[src/rtl/tmr_port_pkg.sv]
package tmr_port_pkg;
  localparam int BYTE_W = 8;
  localparam int CNT_W  = 2 * BYTE_W;
  localparam int MODE_W = 3;

  typedef enum logic [1:0] {
    ACC_NONE = 2'd0,
    ACC_LO   = 2'd1,
    ACC_HI   = 2'd2,
    ACC_WORD = 2'd3
  } acc_e;

  typedef struct packed {
    acc_e              acc;
    logic [MODE_W-1:0] mode;
    logic              bcd;
  } chan_cfg_t;

  localparam chan_cfg_t CFG_RST = '{acc: ACC_WORD, mode: '0, bcd: 1'b0};

  // codes 6 and 7 alias the periodic modes 2 and 3
  function automatic logic [MODE_W-1:0] fold_mode(input logic [MODE_W-1:0] m);
    return (m[2] && m[1]) ? {1'b0, m[1:0]} : m;
  endfunction
endpackage

[src/rtl/tp_ctrl_dec.sv]
module tp_ctrl_dec
  import tmr_port_pkg::*;
#(
  parameter int NUM_CH = 3,
  parameter int ADDR_W = 2
) (
  input  logic                  wr_en_i,
  input  logic                  rd_en_i,
  input  logic [ADDR_W-1:0]     addr_i,
  input  logic [BYTE_W-1:0]     wdata_i,
  output chan_cfg_t             cfg_o,
  output logic [NUM_CH-1:0]     cfg_we_o,
  output logic [NUM_CH-1:0]     cnt_lat_o,
  output logic [NUM_CH-1:0]     sts_lat_o,
  output logic [NUM_CH-1:0]     dat_we_o,
  output logic [NUM_CH-1:0]     dat_re_o
);
  localparam logic [ADDR_W-1:0] CTRL_ADDR = ADDR_W'(NUM_CH);
  localparam logic [1:0]        SEL_RB    = 2'd3;

  logic       ctl_wr;
  logic [1:0] sel;
  logic       is_rb;
  logic       acc_zero;

  always_comb begin
    ctl_wr     = wr_en_i && (addr_i == CTRL_ADDR);
    sel        = wdata_i[7:6];
    is_rb      = (sel == SEL_RB);
    acc_zero   = (wdata_i[5:4] == 2'd0);
    cfg_o.acc  = acc_e'(wdata_i[5:4]);
    cfg_o.mode = fold_mode(wdata_i[3:1]);
    cfg_o.bcd  = wdata_i[0];
  end

  for (genvar c = 0; c < NUM_CH; c++) begin : g_ch
    localparam int RB_BIT = c + 1;
    logic hit, rb_hit;
    assign hit          = ctl_wr && !is_rb && (sel == 2'(c));
    assign rb_hit       = ctl_wr && is_rb && wdata_i[RB_BIT];
    assign cfg_we_o[c]  = hit && !acc_zero;
    assign cnt_lat_o[c] = (hit && acc_zero) || (rb_hit && !wdata_i[5]);
    assign sts_lat_o[c] = rb_hit && !wdata_i[4];
    assign dat_we_o[c]  = wr_en_i && (addr_i == ADDR_W'(c));
    assign dat_re_o[c]  = rd_en_i && (addr_i == ADDR_W'(c));
  end
endmodule

[src/rtl/tp_chan.sv]
module tp_chan
  import tmr_port_pkg::*;
(
  input  logic              clk_i,
  input  logic              rst_ni,
  input  logic              cfg_we_i,
  input  chan_cfg_t         cfg_i,
  input  logic              cnt_lat_i,
  input  logic              sts_lat_i,
  input  logic              dat_we_i,
  input  logic              dat_re_i,
  input  logic [BYTE_W-1:0] wdata_i,
  input  logic [CNT_W-1:0]  cnt_i,
  input  logic              out_i,
  input  logic              loaded_i,
  output chan_cfg_t         cfg_o,
  output logic [BYTE_W-1:0] rdata_o,
  output logic              ld_o,
  output logic [CNT_W-1:0]  ld_val_o
);
  chan_cfg_t         cfg_q;
  logic              wr_hi_q, rd_hi_q;
  logic [BYTE_W-1:0] hold_q;
  acc_e              lat_st_q;
  logic [CNT_W-1:0]  lat_cnt_q;
  logic              sts_vld_q;
  logic [BYTE_W-1:0] sts_q;
  logic              null_q;
  logic              ld_q;
  logic [CNT_W-1:0]  ld_val_q;

  logic              load_now;
  logic [CNT_W-1:0]  load_val;

  always_comb begin
    load_now = 1'b0;
    load_val = '0;
    if (dat_we_i) begin
      unique case (cfg_q.acc)
        ACC_LO: begin
          load_now = 1'b1;
          load_val = {{BYTE_W{1'b0}}, wdata_i};
        end
        ACC_HI: begin
          load_now = 1'b1;
          load_val = {wdata_i, {BYTE_W{1'b0}}};
        end
        ACC_WORD: begin
          load_now = wr_hi_q;
          load_val = {wdata_i, hold_q};
        end
        default: ;
      endcase
    end
  end

  always_comb begin
    rdata_o = '0;
    if (sts_vld_q) begin
      rdata_o = sts_q;
    end else if (lat_st_q != ACC_NONE) begin
      rdata_o = (lat_st_q == ACC_HI) ? lat_cnt_q[CNT_W-1:BYTE_W] : lat_cnt_q[BYTE_W-1:0];
    end else begin
      unique case (cfg_q.acc)
        ACC_HI:   rdata_o = cnt_i[CNT_W-1:BYTE_W];
        ACC_WORD: rdata_o = rd_hi_q ? cnt_i[CNT_W-1:BYTE_W] : cnt_i[BYTE_W-1:0];
        default:  rdata_o = cnt_i[BYTE_W-1:0];
      endcase
    end
  end

  always_ff @(posedge clk_i or negedge rst_ni) begin
    if (!rst_ni) begin
      cfg_q     <= CFG_RST;
      wr_hi_q   <= 1'b0;
      rd_hi_q   <= 1'b0;
      hold_q    <= '0;
      lat_st_q  <= ACC_NONE;
      lat_cnt_q <= '0;
      sts_vld_q <= 1'b0;
      sts_q     <= '0;
      null_q    <= 1'b0;
      ld_q      <= 1'b0;
      ld_val_q  <= '0;
    end else begin
      ld_q <= load_now;
      if (load_now) ld_val_q <= load_val;

      // read side effects, highest-priority source consumed first
      if (dat_re_i) begin
        if (sts_vld_q) begin
          sts_vld_q <= 1'b0;
        end else if (lat_st_q != ACC_NONE) begin
          lat_st_q <= (lat_st_q == ACC_WORD) ? ACC_HI : ACC_NONE;
        end else if (cfg_q.acc == ACC_WORD) begin
          rd_hi_q <= !rd_hi_q;
        end
      end

      if (dat_we_i && (cfg_q.acc == ACC_WORD)) begin
        if (!wr_hi_q) hold_q <= wdata_i;
        wr_hi_q <= !wr_hi_q;
      end

      // a control word restarts both byte phases
      if (cfg_we_i) begin
        cfg_q   <= cfg_i;
        wr_hi_q <= 1'b0;
        rd_hi_q <= 1'b0;
      end

      if (cnt_lat_i && (lat_st_q == ACC_NONE)) begin
        lat_cnt_q <= cnt_i;
        lat_st_q  <= cfg_q.acc;
      end

      if (sts_lat_i && !sts_vld_q) begin
        sts_q     <= {out_i, null_q, cfg_q.acc, cfg_q.mode, cfg_q.bcd};
        sts_vld_q <= 1'b1;
      end

      if (cfg_we_i || load_now) null_q <= 1'b1;
      else if (loaded_i)        null_q <= 1'b0;
    end
  end

  assign cfg_o    = cfg_q;
  assign ld_o     = ld_q;
  assign ld_val_o = ld_val_q;
endmodule

[src/rtl/tp_out_mux.sv]
module tp_out_mux
  import tmr_port_pkg::*;
#(
  parameter int NUM_CH = 3,
  parameter int ADDR_W = 2
) (
  input  logic [ADDR_W-1:0]             addr_i,
  input  logic [NUM_CH-1:0][BYTE_W-1:0] ch_rdata_i,
  input  logic [NUM_CH-1:0]             ld_i,
  input  logic [NUM_CH-1:0][CNT_W-1:0]  ch_ld_val_i,
  output logic [BYTE_W-1:0]             rdata_o,
  output logic [CNT_W-1:0]              ld_val_o
);
  always_comb begin
    rdata_o  = '0;
    ld_val_o = '0;
    for (int c = 0; c < NUM_CH; c++) begin
      if (addr_i == ADDR_W'(c)) rdata_o = ch_rdata_i[c];
      if (ld_i[c]) ld_val_o = ld_val_o | ch_ld_val_i[c];
    end
  end
endmodule

[src/rtl/tmr_byte_port.sv]
module tmr_byte_port
  import tmr_port_pkg::*;
#(
  parameter int NUM_CH = 3,
  parameter int ADDR_W = 2
) (
  input  logic                     clk_i,
  input  logic                     rst_ni,
  input  logic                     wr_en_i,
  input  logic                     rd_en_i,
  input  logic [ADDR_W-1:0]        addr_i,
  input  logic [BYTE_W-1:0]        wdata_i,
  output logic [BYTE_W-1:0]        rdata_o,
  output logic [NUM_CH-1:0]        ld_o,
  output logic [CNT_W-1:0]         ld_val_o,
  output logic [MODE_W*NUM_CH-1:0] mode_o,
  output logic [NUM_CH-1:0]        bcd_o,
  input  logic [CNT_W*NUM_CH-1:0]  cnt_i,
  input  logic [NUM_CH-1:0]        out_i,
  input  logic [NUM_CH-1:0]        loaded_i
);
  chan_cfg_t                     new_cfg;
  logic [NUM_CH-1:0]             cfg_we, cnt_lat, sts_lat, dat_we, dat_re;
  logic [NUM_CH-1:0][BYTE_W-1:0] ch_rdata;
  logic [NUM_CH-1:0][CNT_W-1:0]  ch_ld_val;

  tp_ctrl_dec #(.NUM_CH(NUM_CH), .ADDR_W(ADDR_W)) i_dec (
    .wr_en_i  (wr_en_i),
    .rd_en_i  (rd_en_i),
    .addr_i   (addr_i),
    .wdata_i  (wdata_i),
    .cfg_o    (new_cfg),
    .cfg_we_o (cfg_we),
    .cnt_lat_o(cnt_lat),
    .sts_lat_o(sts_lat),
    .dat_we_o (dat_we),
    .dat_re_o (dat_re)
  );

  for (genvar c = 0; c < NUM_CH; c++) begin : g_ch
    chan_cfg_t cfg;
    tp_chan i_chan (
      .clk_i    (clk_i),
      .rst_ni   (rst_ni),
      .cfg_we_i (cfg_we[c]),
      .cfg_i    (new_cfg),
      .cnt_lat_i(cnt_lat[c]),
      .sts_lat_i(sts_lat[c]),
      .dat_we_i (dat_we[c]),
      .dat_re_i (dat_re[c]),
      .wdata_i  (wdata_i),
      .cnt_i    (cnt_i[c*CNT_W +: CNT_W]),
      .out_i    (out_i[c]),
      .loaded_i (loaded_i[c]),
      .cfg_o    (cfg),
      .rdata_o  (ch_rdata[c]),
      .ld_o     (ld_o[c]),
      .ld_val_o (ch_ld_val[c])
    );
    assign mode_o[c*MODE_W +: MODE_W] = cfg.mode;
    assign bcd_o[c]                   = cfg.bcd;
  end

  tp_out_mux #(.NUM_CH(NUM_CH), .ADDR_W(ADDR_W)) i_mux (
    .addr_i     (addr_i),
    .ch_rdata_i (ch_rdata),
    .ld_i       (ld_o),
    .ch_ld_val_i(ch_ld_val),
    .rdata_o    (rdata_o),
    .ld_val_o   (ld_val_o)
  );
endmodule

[config.mk]
export PLATFORM = sky130hd
export DESIGN_NAME = tmr_byte_port
export DESIGN_NICKNAME = d
export VERILOG_FILES = /design/src/rtl/tmr_port_pkg.sv /design/src/rtl/tp_ctrl_dec.sv /design/src/rtl/tp_chan.sv /design/src/rtl/tp_out_mux.sv /design/src/rtl/tmr_byte_port.sv
export SDC_FILE = /design/constraint.sdc
export NUM_CORES = 1
export LEC_CHECK = 0
export CAP_MARGIN = 10
export CORE_UTILIZATION = 55
export CTS_CLUSTER_DIAMETER = 100
export DETAILED_ROUTE_END_ITERATION = 10
export DONT_BUFFER_PORTS = 1
export MAX_ROUTING_LAYER = met4
export PLACE_DENSITY = 0.73
export SETUP_SLACK_MARGIN = 0.1
export SLEW_MARGIN = 25
export SYNTH_ARGS = -nofsm -noshare
export SYNTH_HDL_FRONTEND = slang
export SYNTH_SLANG_ARGS = --single-unit
export TNS_END_PERCENT = 50
[constraint.sdc]
create_clock -name clk_i -period 3.2 [get_ports clk_i]
set_input_delay 0.64 -clock clk_i [delete_from_list [all_inputs] [get_ports clk_i]]
set_output_delay 0.64 -clock clk_i [all_outputs]
set_load 0.005 [all_outputs]
* Yosys cells after proc, flatten, opt, wreduce, memory -nomap -nowiden *
Cells that the tools add are included.

cells by class
  reductions and logical operators = 98
  bitwise operators = 5
  mux-type cells = 82
  equality and inequality tests = 30

operators with widths
  operator            number
  $pmux 16 s3         3
  $mux 8              15
  $mux 16             6
  $pmux 8 s2          3
  $reduce_bool 2->1   24
  $logic_and 1x1->1   37
  $mux 1              36
  $eq 2x2->1 const B  16
  $or 16x16->16       2
  $mux 2              15
  $logic_not 1->1     13
  $logic_not 2->1     6
  $ne 2x1->1 const B  6
  $reduce_and 4->1    3
  $eq 2x1->1 const B  5
  $reduce_and 3->1    3
  $logic_or 1x1->1    6
  $ne 2x2->1 const B  3
  $pmux 1 s2          3
  $reduce_and 2->1    3
  $reduce_or 2->1     3
  $mux 3              1
  $not 1->1           3

storage, ports and cells
  logic and storage cells = 254
  bits of input ports = 68
  output and inout port bits = 39
  bits in registers = 183

* Logic depth before layout (Yosys ltp) *
Gate-level depths: netlist of the first run.

  depth after elaboration = 9
  mapped depth = 9
  gate-level depth less buffers = 7

* By module *
From an unflattened synthesis of the first run, not the netlist that was laid out.

second synthesis, totals
  cell total of the unflattened synthesis = 871
  area total of the unflattened synthesis = 9547.9 µm²

modules (own cells, without submodules)
  module       cells an instance  times used  area each (µm²)  seq. area each (µm²)
  tp_chan      260                3           2959.1           1529.0
  tp_out_mux   57                 1           439.2            0.0
  tp_ctrl_dec  34                 1           231.5            0.0

* Worst setup path before layout of the first run *
Ideal clock, no wire load.

  path type = reg2out
  start = register g_ch[1].i_chan.cfg_q, in the netlist g_ch[1].i_chan.cfg_o[4]
  end = output rdata_o[0]
  stages on the path, launching flop included = 9
  path buffers = 1
  data arrival time = 2056 ps
  setup slack = 504 ps
  required time = 2560 ps
  path through = dfstp_2 -> inv_1 -> ha_1 -> clkbuf_1 -> nor2_1 -> a22oi_1 -> a21o_1 -> a221oi_1 -> a2bb2oi_1

between the ends
  word-level cells in the longest chain between the ends = 6
  elaborated cells on any way between the ends = 7
  classes of those cells = eq/ne: 2; mux: 5

RTL lines
  item                      RTL line             text
  start: declaration        tp_chan.sv:21        chan_cfg_t cfg_q;
  start signal: assignment  tp_chan.sv:107       cfg_q <= cfg_i;
  $eq 2x2->1                tp_chan.sv:64        unique case (cfg_q.acc)
  $pmux 8 s2 *              tp_chan.sv:64
  $mux 8 *                  tp_chan.sv:61        end else if (lat_st_q != ACC_NONE) begin
  $mux 8 *                  tp_chan.sv:59        if (sts_vld_q) begin
  $mux 8 * (2 in series)    tp_out_mux.sv:18     if (addr_i == ADDR_W'(c)) rdata_o = ch_rdata_i[c];
  end: declaration          tmr_byte_port.sv:13  output logic [BYTE_W-1:0] rdata_o,

Every way passes the cells marked *; elsewhere a longest branch is shown, timed or not.

* Worst setup path after layout of the first run *
  start = register g_ch[1].i_chan.cfg_q, in the netlist g_ch[1].i_chan.cfg_o[4]
  end = output rdata_o[7]

Same word-level chain as after synthesis.

==> results_dict.tcl, run 1 <==
set metrics [dict create \
    numCtsBuffers 17 \
    period_needed_ns 3.04 \
    finish.utilization_pct 61.2 \
    grt_max_degree 184 \
    worst_slew_pin_slew_ns 0.928 \
    cts.sinks 183 \
    cellPowerDensity_mw_per_mm2 717 \
    wl_per_cell_um 23.3 \
    gp_congestion 0.884 \
    dp_hpwl_um 16700 \
    status "complete, but fails checks" \
    timing.hold.ws_ns -0.105 \
    final.period_utilization_pct 95.1 \
    synth-seq-cells 183 \
    grt_pass1_vias 7211 \
    violations "negative hold slack" \
    multi_input_area_mm2 0.00427 \
    start_util_pct 56.3 \
    regArea_mm2 0.00459 \
    drive_gt1_share_pct 25.9 \
    ios 107 \
    clk_latency_ns 0.43 \
    relSlewSlack_pct 38.1 \
    syn_inst 867 \
    nFillCells 1293 \
    wl_um 24800 \
    finalMaxSlewViolations 0 \
    grt-ovfl-total 0 \
    first_pass_iters 8 \
    clkSlewWorstSetupHoldPaths_ns 0.07 \
    drt_drc_violations_left 0 \
    required_ns 2.56 \
    layout.nets 911 \
    area_growth_pct 8.66 \
    cp-start-kind "register" \
    placed_cell_area_mm2 0.00930 \
    cts_tree "built" \
    critPathKind "register to primary output" \
    hold_violations 177 \
    max-cap-violations 0 \
    route.antenna.remaining_nets 0 \
    setup.worst_path.end_class "primary output" \
    crit_arrival_ns 2.40 \
    via_per_inst 6.61 \
    io_buffers 0 \
    synth_area_per_cell_um2 10.7 \
    setup_tns_ns 0 \
    layout_commonest_cell "dfrtp_1" \
    ys.flop_type "dfrtp_1" \
    ir_drop_mv 0.572 \
    final_cell_mix "dfrtp_1 (177), mux2_2 (108), nand2_1 (99), nor2_1 (62), inv_1 (42)" \
    antenna_found_initial 0 \
    crit_path_max_fanout 6 \
    fmax_mhz 328 \
    core-area_mm2 0.0165 \
    syn-num-nets 948 \
    antenna_cells 0 \
    grt_usage_pct 30.6 \
    grt_first_pass_wirelength_um 39800 \
    clock_skew_ns 0.00585 \
    num_rows 47 \
    yosysSeqAreaShare_pct 49.3 \
    dieArea_mm2 0.0174 \
    hold_path_class "primary input to asynchronous set/reset pin" \
    drt_iter0_markers 706 \
    fin_area_mm2 0.0101 \
    yosys_warnings 0 \
    die_width_um 132 \
    total_leakage_power_uw 0.00473 \
    cts_max_level 4 \
    cts_root_buffer "clkbuf_16" \
    setup_viol 0 \
    grt_setup_unrepaired "true" \
    vias 7018 \
    clock_path_buffers 2 \
    synthesis.area_mm2 0.00930 \
    die-height_um 132 \
    synthArstFlopShare_pct 100 \
    synth_edf_count 0 \
    ys_types 52 \
]
-- area by class of cell --
| class | instances | share of cell area [%] |
|---|---|---|
| sequential | 183 | 45.4 |
| multi-input combinational | 560 | 42.3 |
| clock buffer | 20 | 4.52 |
| tap | 220 | 2.72 |
| inverter | 46 | 1.73 |
| clock inverter | 11 | 1.71 |
| timing repair buffer | 22 | 1.67 |
-- cells by family after synthesis --
kind of cell,after synthesis,synth area share (%)
flops,183,49.3
buf+inv,124,6.20
compound gates,191,15.3
fa+ha+maj,13,1.75
mux,124,15.7
simple gates,229,11.5
xor+xnor,3,0.282
-- where the power goes --
part           leakage (uW)  internal, uW  switching [uW]  total [uW]
logic               0.00208           811             771        1580
clock network      0.000295          1350             894        2240
registers           0.00235          2940             492        3430
total               0.00473          5090            2160        7250
-- final timing paths --
| kind | depth (start not counted) | startpoint | end | slack (ns) |
|---|---|---|---|---|
| min reg2reg | 2 | g_ch[1].i_chan.ld_val_o[13] | g_ch[1].i_chan.ld_val_o[13] | 0.47 |
| max in group asynchronous | 0 | rst_ni | g_ch[0].i_chan.cfg_o[5] | 2.95 |
| max reg2reg | 7 | g_ch[1].i_chan.cfg_o[4] | g_ch[1].i_chan.ld_val_o[15] | 0.54 |
| min in group clk_i | 2 | wdata_i[4] | g_ch[2].i_chan.cfg_o[4] | 0.31 |
| min | 0 | rst_ni | g_ch[1].i_chan.ld_val_o[10] | -0.11 |
| max | 8 | g_ch[1].i_chan.cfg_o[4] | rdata_o[7] | 0.16 |
-- registers in the layout (all words and copies together) (netlist names) --
name                   count
g_ch.i_chan.lat_cnt_q     48
g_ch.i_chan.cfg_o         18
g_ch.i_chan.wr_hi_q        3
g_ch.i_chan.ld_o           3
g_ch.i_chan.ld_val_o      48
g_ch.i_chan.lat_st_q       6
g_ch.i_chan.sts_vld_q      3
g_ch.i_chan.hold_q        24
g_ch.i_chan.sts_q         24
g_ch.i_chan.rd_hi_q        3
g_ch.i_chan.null_q         3
-- stage by stage --
step	total power (uW)	worst slack [ns]	std cells
6_report	7250	0.156	1062
4_1_cts	7190	0.105	1057
3_3_place_gp	4800	0.279	1025
5_1_grt	7600	0.0435	1062
3_5_place_dp	4910	0.263	1025
2_1_floorplan	4520	0.504	867
-- synth_stat cells (11+ instances only) --
cell / number / area (um2)
dfrtp_1: 177 / 4430
mux2_2: 108 / 1220
nand2_1: 99 / 372
nor2_1: 65 / 244
clkbuf_1: 46 / 173
inv_1: 43 / 161
a221oi_1: 39 / 342
a21oi_1: 31 / 155
nand3_1: 25 / 125
a22oi_1: 24 / 180
o21ai_0: 21 / 105
buf_4: 17 / 128
a222oi_1: 16 / 160
mux2_4: 16 / 240
ha_1: 13 / 163
a21o_1: 11 / 82.6
-- worst max-delay path: stages, from the launching register on --
cell and delay [ns]:
dfstp_2 0.60, inv_4 0.06, ha_4 0.17, nor2_4 0.13, buf_6 0.14, a22oi_1 0.07, a21o_1 0.20, a221oi_2 0.34
a2bb2oi_1 0.28
-- routing by layer --
metal | up-vias | GRT usage, % | wire length (um)
met3 | 69 | 7.42 | 1930
met4 | 0 | 11.6 | 714
met1 | 3582 | 38.7 | 10100
li1 | 3033 | - | -
met2 | 334 | 47.9 | 12100
met5 | - | - | 0
-- what timing repair did --
action / in CTS / in global routing
setup buffers: 1 / 5
hold endpoints to repair: 177 / 177
pin swaps: 2 / 7
resized for setup: 15 / 13
setup endpoints to repair: 8 / 7
(Power assumes the default switching activity.)
==> inputs of run 2 (changes only) <==
- ABC_AREA: unset -> 1
- CAP_MARGIN: 10 -> 20
- clock period: 3.2 -> 3.3 ns (I/O delays scaled with it)
==> run 2 against run 1 <==
Effect of this change:
- worst setup slack better by 0.13 ns
- via count is 12% higher
- sequential cell count stayed put
- the flow still finishes with violations (negative hold slack)
- register-to-register slack better by 0.61 ns
- clock power is 10% lower
- cell area is 3.0% lower
- highest routed layer unchanged
- die area is 0.55% lower
- wire length is 0.53% higher
- final cell count is 30% higher
==> results_dict.tcl, run 2 <==
set metrics [dict create \
    antenna_cells 0 \
    synth-seq-cells 183 \
    synthArstFlopShare_pct 100 \
    syn_inst 1189 \
    final_cell_mix "nand2_1 (408), dfrtp_1 (177), nand3_1 (111), o21ai_0 (104), nor2_1 (95)" \
    cts_setup_buffers 0 \
    regArea_mm2 0.00459 \
    wl_um 24900 \
    yosys-top-cells-area "dfrtp_1 (48%), nand2_1 (17%), nand3_1 (6.0%)" \
    wl_per_cell_um 18.0 \
    layout.nets 1232 \
    die-height_um 132 \
    critPathKind "register to primary output" \
    layout_commonest_cell "nand2_1" \
    die_width_um 132 \
    setup_viol 0 \
    dp_hpwl_um 17300 \
    grt_max_degree 184 \
    num_rows 47 \
    drive_gt1_share_pct 6.79 \
    clock_path_buffers 2 \
    relSlewSlack_pct 42.0 \
    synth_edf_count 0 \
    yosysSeqAreaShare_pct 49.6 \
    clkSlewWorstSetupHoldPaths_ns 0.07 \
    yosysTopAreaCellShare_pct 47.9 \
    cellPowerDensity_mw_per_mm2 723 \
    hold_violations 177 \
    ir_drop_mv 0.391 \
    clock_skew_ns 0.00742 \
    syn-num-nets 1270 \
    p_total_uw 7090 \
    route.antenna.remaining_nets 0 \
    nFillCells 1551 \
    crit_chain "inv_1 -> ha_1 -> inv_1 -> nand2_2 -> nand2_2 -> nand2_1 -> nand2_1 -> nand2_1 -> nand2_1 -> nand3_1 -> nand3_1" \
    final.period_utilization_pct 91.2 \
    io_buffers 0 \
    synth.most_common_cell "nand2_1" \
    required_ns 2.64 \
    period_needed_ns 3.01 \
    finalMaxSlewViolations 0 \
    hold_path_class "primary input to asynchronous set/reset pin" \
    dp_cells 1352 \
    synth_common_cells "nand2_1 (410), dfrtp_1 (177), nand3_1 (111)" \
    grt_setup_unrepaired "false" \
    via_per_inst 5.68 \
    finish.utilization_pct 59.4 \
    setup.worst_path.end_class "primary output" \
    vias 7862 \
    crit_arrival_ns 2.35 \
    cp-start-kind "register" \
    fmax_mhz 332 \
    slowest_delay_ns 0.54 \
    gp_congestion 0.928 \
    cts_tree "built" \
    drt_iter0_markers 744 \
    cts_root_buffer "clkbuf_16" \
    start_util_pct 56.0 \
    synthesis.area_mm2 0.00925 \
    ios 107 \
    total_leakage_power_uw 0.00499 \
    violations "negative hold slack" \
    synth_area_per_cell_um2 7.78 \
    crit_path_frequent_cell "nand2_1" \
    core-area_mm2 0.0165 \
    ys_types 38 \
    cts_max_level 4 \
    fin_cells 1384 \
    crit_path_max_fanout 9 \
    clk_latency_ns 0.43 \
    status "complete, but fails checks" \
    cpMaxStageDelayCell "dfstp_2" \
    reg2regPathDepth 6 \
    dieArea_mm2 0.0173 \
    antenna_found_initial 0 \
    area_growth_pct 6.02 \
    timing.hold.ws_ns -0.0732 \
    yosysTopAreaCell "dfrtp_1" \
    cts.sinks 183 \
    grt-ovfl-total 0 \
    setup_tns_ns 0 \
    grt_first_pass_wirelength_um 40400 \
    max-cap-violations 0 \
    yosys_warnings 0 \
    worst_slew_pin_slew_ns 0.867 \
    ys.flop_type "dfrtp_1" \
    grt_pass1_vias 7469 \
    multi_input_area_mm2 0.00396 \
    first_pass_iters 5 \
    drt_drc_violations_left 0 \
    numCtsBuffers 17 \
    grt_usage_pct 30.8 \
]
-- run 2: cell count changes after synthesis, sizes merged, moves of 24 or more --
cell	previous run	this run
clkbuf	46	22
nand2	99	417
inv	44	89
mux2	124	0
nand3	26	112
nor2	65	99
o21ai	22	107
a221oi	39	0
-- run 2: area by class of cell --
type                       instances  share of cell area [%]
timing repair buffer               8                   0.612
tap                              220                    2.81
multi-input combinational        847                    40.4
clock inverter                    11                    1.15
clock buffer                      21                    4.69
inverter                          94                    3.60
sequential                       183                    46.8
-- run 2: worst max-delay path, delay by kind of cell, from the launching register on --
kind          cells  cell delay, ns
simple gates      8            0.96
flops             1            0.54
fa+ha+maj         1            0.22
buf+inv           2            0.19
-- run 2: stage by stage --
stage	setup slack [ns]	hold WS (ns)	area, um2
finish	0.290	-0.0732	9810
global route	0.135	-0.0881	9810
CTS	0.135	-0.0844	9790
detailed placement	0.554	0.373	9220
global placement	0.573	0.372	9220
floorplan	1.02	0.364	9250
-- run 2: repair_timing --
item | 4_1_cts | 5_1_grt
setup endpoints to repair | 2 | 8
gates resized for setup | 1 | 4
hold endpoints to repair | 177 | 177
-- run 2: final timing paths --
check	start	to	slack, ns
max in group asynchronous	rst_ni	g_ch[0].i_chan.cfg_o[4]	3.09
max	g_ch[2].i_chan.cfg_o[4]	rdata_o[0]	0.29
min	rst_ni	g_ch[2].i_chan.lat_cnt_q[7]	-0.07
min reg2reg	g_ch[2].i_chan.lat_cnt_q[2]	g_ch[2].i_chan.lat_cnt_q[2]	0.47
max reg2reg	g_ch[0].i_chan.cfg_o[5]	g_ch[0].i_chan.hold_q[4]	1.15
min in group clk_i	loaded_i[1]	g_ch[1].i_chan.null_q	0.33
-- run 2: kinds of logic after synthesis --
logic type      after synthesis  share of synthesized area, %
buf+inv                     159                          7.82
fa+ha+maj                    13                          1.76
compound gates              186                          11.7
flops                       183                          49.6
simple gates                646                          28.9
xor+xnor                      2                         0.189
-- run 2: power by group --
group / switching [uW] / internal, uW / leakage (uW)
clock: 919 / 1090 / 0.000268
sequential: 426 / 2960 / 0.00232
combinational: 1100 / 596 / 0.00240
-- run 2: metal layers --
metal | share of wire (%) | global-route usage (%) | up-vias
li1 | - | - | 3758
met1 | 44 | 41.7 | 3759
met2 | 47 | 46.8 | 315
met3 | 7.7 | 6.29 | 30
met4 | 1.3 | 9.04 | 0
met5 | 0 | - | -
